`src/rtl/seq6_counter_pkg.sv`:
```
package seq6_counter_pkg;

  localparam int STATE_W = 3;

  typedef logic [STATE_W-1:0] code_t;

  localparam code_t START_CODE = code_t'(0);
  localparam code_t LAST_CODE  = code_t'(4);
  localparam code_t HOLE_LO    = code_t'(2);
  localparam code_t HOLE_HI    = code_t'(5);

  // Strobes from control to datapath
  typedef struct packed {
    logic clear;    // synchronous reset
    logic advance;  // take one step along the loop
    logic recover;  // force an unused code back to start
  } strobe_t;

  function automatic logic isUnused(input code_t c);
    return (c == HOLE_LO) || (c == HOLE_HI);
  endfunction

endpackage

```
`src/rtl/seq6_counter_ctrl.sv`:
```
module seq6_counter_ctrl
  import seq6_counter_pkg::*;
(
  input  logic    syncReset,
  input  logic    enable,
  input  code_t   stateQ,
  output strobe_t strobes
);

  logic unusedNow;

  always_comb begin
    unusedNow       = isUnused(stateQ);
    strobes.clear   = syncReset;
    strobes.recover = !syncReset && unusedNow;
    strobes.advance = !syncReset && enable && !unusedNow;
  end

endmodule

```
`src/rtl/seq6_counter_dpath.sv`:
```
module seq6_counter_dpath
  import seq6_counter_pkg::*;
(
  input  logic    clk,
  input  strobe_t strobes,
  output code_t   stateQ,
  output logic    wrapQ
);

  code_t jTerm;
  code_t kTerm;
  code_t jkNext;
  code_t nextCode;

  // J/K excitation for the loop 0,1,3,7,6,4
  always_comb begin
    jTerm[0] = ~stateQ[2];
    kTerm[0] =  stateQ[2];
    jTerm[1] =  stateQ[0];
    kTerm[1] = ~stateQ[0];
    jTerm[2] =  stateQ[1];
    kTerm[2] = ~stateQ[1];
  end

  // Characteristic equation applied bit by bit
  for (genvar b = 0; b < STATE_W; b++) begin : g_jkBit
    assign jkNext[b] = (jTerm[b] & ~stateQ[b]) | (~kTerm[b] & stateQ[b]);
  end

  always_comb begin
    if (strobes.clear || strobes.recover) begin
      nextCode = START_CODE;
    end else if (strobes.advance) begin
      nextCode = jkNext;
    end else begin
      nextCode = stateQ;
    end
  end

  always_ff @(posedge clk) begin
    stateQ <= nextCode;
    wrapQ  <= !strobes.clear && strobes.advance && (stateQ == LAST_CODE);
  end

  // reset lands on the start code
  assert_reset_start_R1: assert property (@(posedge clk)
    strobes.clear |=> (stateQ == START_CODE) && !wrapQ);

  // legal enabled step flips exactly one bit
  assert_single_flip_R5: assert property (@(posedge clk) disable iff (strobes.clear)
    (!isUnused(stateQ) && $past(strobes.advance) && !$past(isUnused(stateQ)))
      |-> ($countones(stateQ ^ $past(stateQ)) == 1));

  // unused code recovers in one edge
  assert_hole_recover_R6: assert property (@(posedge clk) disable iff (strobes.clear)
    isUnused(stateQ) |=> (stateQ == START_CODE) && !wrapQ);

  // wrap only coincides with start code
  assert_wrap_at_start_R4: assert property (@(posedge clk) disable iff (strobes.clear)
    wrapQ |-> (stateQ == START_CODE));

endmodule

```
`src/rtl/seq6_counter.sv`:
```
module seq6_counter
  import seq6_counter_pkg::*;
(
  input  logic               clk,
  input  logic               syncReset,
  input  logic               enable,
  output logic [STATE_W-1:0] countState,
  output logic               wrapPulse
);

  strobe_t strobes;
  code_t   stateQ;
  logic    wrapQ;

  seq6_counter_ctrl u_ctrl (
    .syncReset (syncReset),
    .enable    (enable),
    .stateQ    (stateQ),
    .strobes   (strobes)
  );

  seq6_counter_dpath u_dpath (
    .clk     (clk),
    .strobes (strobes),
    .stateQ  (stateQ),
    .wrapQ   (wrapQ)
  );

  assign countState = stateQ;
  assign wrapPulse  = wrapQ;

  // hold with enable low keeps a legal code
  assert_hold_R3: assert property (@(posedge clk) disable iff (syncReset)
    (!isUnused(countState) && $past(!syncReset && !enable && !isUnused(countState)))
      |-> (countState == $past(countState)) && !wrapPulse);

  // reset beats enable
  assert_reset_priority_R7: assert property (@(posedge clk)
    (syncReset && enable) |=> (countState == START_CODE));

endmodule

```
`config.mk`:
```
export PLATFORM = sky130hd
export DESIGN_NAME = seq6_counter
export DESIGN_NICKNAME = d
export VERILOG_FILES = /design/src/rtl/seq6_counter_pkg.sv /design/src/rtl/seq6_counter_ctrl.sv /design/src/rtl/seq6_counter_dpath.sv /design/src/rtl/seq6_counter.sv
export SDC_FILE = /design/constraint.sdc
export NUM_CORES = 1
export LEC_CHECK = 0
export BUFFER_PORTS_ARGS = -buffer_cell sky130_fd_sc_hd__buf_2
export CORE_AREA = 2 2 39 41
export DETAILED_ROUTE_END_ITERATION = 6
export DIE_AREA = 0 0 41 43
export PLACE_DENSITY = 0.36
export SKIP_LAST_GASP = 1
export SLEW_MARGIN = 5
export SYNTH_ARGS = -nofsm -noshare
export SYNTH_HDL_FRONTEND = slang
export SYNTH_SLANG_ARGS = --single-unit
```
`constraint.sdc`:
```
create_clock -name clk -period 1 [get_ports clk]
set_input_delay 0.05 -clock clk [delete_from_list [all_inputs] [get_ports clk]]
set_output_delay 0.05 -clock clk [all_outputs]
set_load 0.01 [all_outputs]
```
==> metrics <==
GRT busiest layer=met4; Setup crit start kind=flip-flop; largest family of logic cells by synthesized area=simple AND/OR/NAND/NOR gates; Reg-to-Reg End=u_dpath.stateQ[0]$_SDFFE_PP0P_; GR Layer Usage met3=0; Worst Tran Pin Value=0.2273 ns; gpl congestion=0.5980; Avg Vias per Cell=3.884; Starting Density=0.1193; critical path required time=0.95 ns; PortBufs=6; Clk Latency, worst-skew pair=0.24 ns; DP HPWL=268.1 um; Syn Nets=21; nets@finish=32; number of DRC markers in iteration 0=1; initial antenna violation count=0; Final setup viols=0; type of element capturing the critical path=output port; Compound-Gate Fraction of Synth Area=0.2197; Seq/Total Area, Yosys=0.4848; critical path type=reg2out; post-synthesis mux area share=0; MaxCap Viol Count=0; DR pass1 iterations=2; flop-to-flop setup slack=0.17 ns; Slew Limit Fails=0; WHS Path Cells=2; Die H=43 um; post-DR wirelength/cell=8.349 um; VDD IR max=0.0001986 V; CP Buf/Inv Count=1; FF-to-FF Start=u_dpath.stateQ[1]$_SDFFE_PP0P_; Hold Violations, Final=0; vias in the first global route=154; Core Area=1384 um^2; WHS Endpoint=u_dpath.stateQ[0]$_SDFFE_PP0P_; Congestion Overflow GR=0; Clock Sinks=4; hold_ws=0.01612 ns; worst path cell trace=buf_2; Tot GR Track Use=0.05210; Syn. warnings=0; DRT Wirelength=359 um; largest net degree at the start of global routing=8; R2R depth=3; syn avg cell area=9.175 um^2; DR vias=167; Area contributors post-synth=dfxtp_1, nand3b_1, a21oi_1; Final Util=0.1718; H-tree depth=1; status=finished, final reports clean; cts repair resizes=0; maximum net fanout on the critical path=7; cell area after placement=215.2 um^2; Die ar.=1763 um^2; synthesized area=165.2 um^2; unrepaired setup endpoints after global routing=no; xor and xnor area share after synthesis=0; hold buffers post-CTS=0; FILL cells=164; #FFs+latches synth=4; clk buf depth=2; delay-heaviest family, CP=flip-flops; share of cells above drive strength 1=0.4074; Core Rows=14; Worst Skew=0.001817 ns; Max Fclk=1118 MHz; Leakage=0.1016 nW; post-synth top area share=0.4848; TritonCTS clock tree=yes; overall power=0.4106 mW; CTS Buf Count=3; slew margin rel.=0.8483; commonest non-fill, non-tap cell in the layout=buf_2; Worst EP arrival=0.84 ns; part of the cycle the worst path needs=0.8945; most frequent cells in the layout=buf_2, dfxtp_1, clkbuf_4; GRT met1 Usage=0.02556; Die X=41 um; synth unique cells=11; Final min period=0.8945 ns; Post-DRT Antenna Nets=0; Cells after Synth=18; slowest CP cell=dfxtp_1; crit-path max cell delay=0.43 ns; first-pass GRT wire length=496 um; grt met2 use=0.07188; area delta synth->final=43.94%; final instance area=237.7 um^2; Simple-Gate Fraction of Synth Area=0.2955; postcts setup bufs=0; detailed-route DRC error count=0; antenna cells=0; Ports=7; Root Buffer=clkbuf_4; Synth Area in Adders=0; P per Cell Area=1727 nW/um^2; Levels on crit path=1; Total Negative Setup Slacks=0 ns; hold path startpoint=syncReset; leading area contributor after synthesis=dfxtp_1; Clock Pin Slew Worst Setup and Hold Paths=0.04 ns; Hold Crit Class=in2reg
kinds of logic (layout without fill, tap and decap cells):
| family | after synthesis | after routing |
|---|---|---|
| AO/OA/AOI/OAI | 6 | 6 |
| buffers and inverters | 0 | 9 |
| flip-flops | 4 | 4 |
| AND/OR/NAND/NOR | 8 | 8 |
through the flow:
step | std cells | setup slack (ns)
CTS | 43 | 0.09630
detailed placement | 40 | 0.1793
global placement | 40 | 0.1848
global route | 43 | 0.05427
floorplan | 18 | 0.1693
finish | 43 | 0.1055
cell type report:
| cell class | count | area [um^2] | share of cell area |
|---|---|---|---|
| Multi-Input combinational cell | 14 | 85.08 | 0.3579 |
| Sequential cell | 4 | 80.08 | 0.3368 |
| Timing Repair Buffer | 6 | 30.03 | 0.1263 |
| Clock buffer | 3 | 22.52 | 0.09474 |
| Tap cell | 16 | 20.02 | 0.08421 |
metal layers:
| layer | part of all wire | up-vias |
|---|---|---|
| met5 | 0 | - |
| met4 | 0.11 | 0 |
| met3 | 0.017 | 4 |
| met2 | 0.55 | 5 |
| met1 | 0.32 | 76 |
| li1 | - | 82 |
worst max-delay path by stage:
stage | startpoint | to | slack [ns]
after floorplan | u_dpath.stateQ[1]$_SDFFE_PP0P_ | u_dpath.stateQ[0]$_SDFFE_PP0P_ | 0.17
after global placement | u_dpath.stateQ[1]$_SDFFE_PP0P_ | u_dpath.stateQ[0]$_SDFFE_PP0P_ | 0.18
after detailed placement | u_dpath.stateQ[1]$_SDFFE_PP0P_ | u_dpath.stateQ[0]$_SDFFE_PP0P_ | 0.18
after CTS | u_dpath.stateQ[1]$_SDFFE_PP0P_ | countState[1] | 0.1
after global routing | u_dpath.stateQ[0]$_SDFFE_PP0P_ | countState[0] | 0.05
final | u_dpath.stateQ[1]$_SDFFE_PP0P_ | countState[1] | 0.11
synthesized netlist by cell type, drive strengths merged:
| cell | number |
|---|---|
| nor2 | 2 |
| nor2b | 2 |
| o21ai | 2 |
| nand3b | 2 |
| a21oi | 3 |
| dfxtp | 4 |
| nand3 | 1 |
| o21bai | 1 |
| and3 | 1 |
power breakdown:
group	total, mW	leakage, nW	internal, mW	switching, mW
clock	0.203	0.0138	0.134	0.0686
sequential	0.175	0.0327	0.166	0.00932
combinational	0.0322	0.0551	0.0162	0.0160
total	0.411	0.102	0.317	0.0939
registers in the layout, summed over array words and instances, names as in the netlist:
| register | flops |
|---|---|
| u_dpath.wrapQ | 1 |
| u_dpath.stateQ | 3 |
No activity file was read; power rests on OpenSTA's default activity.
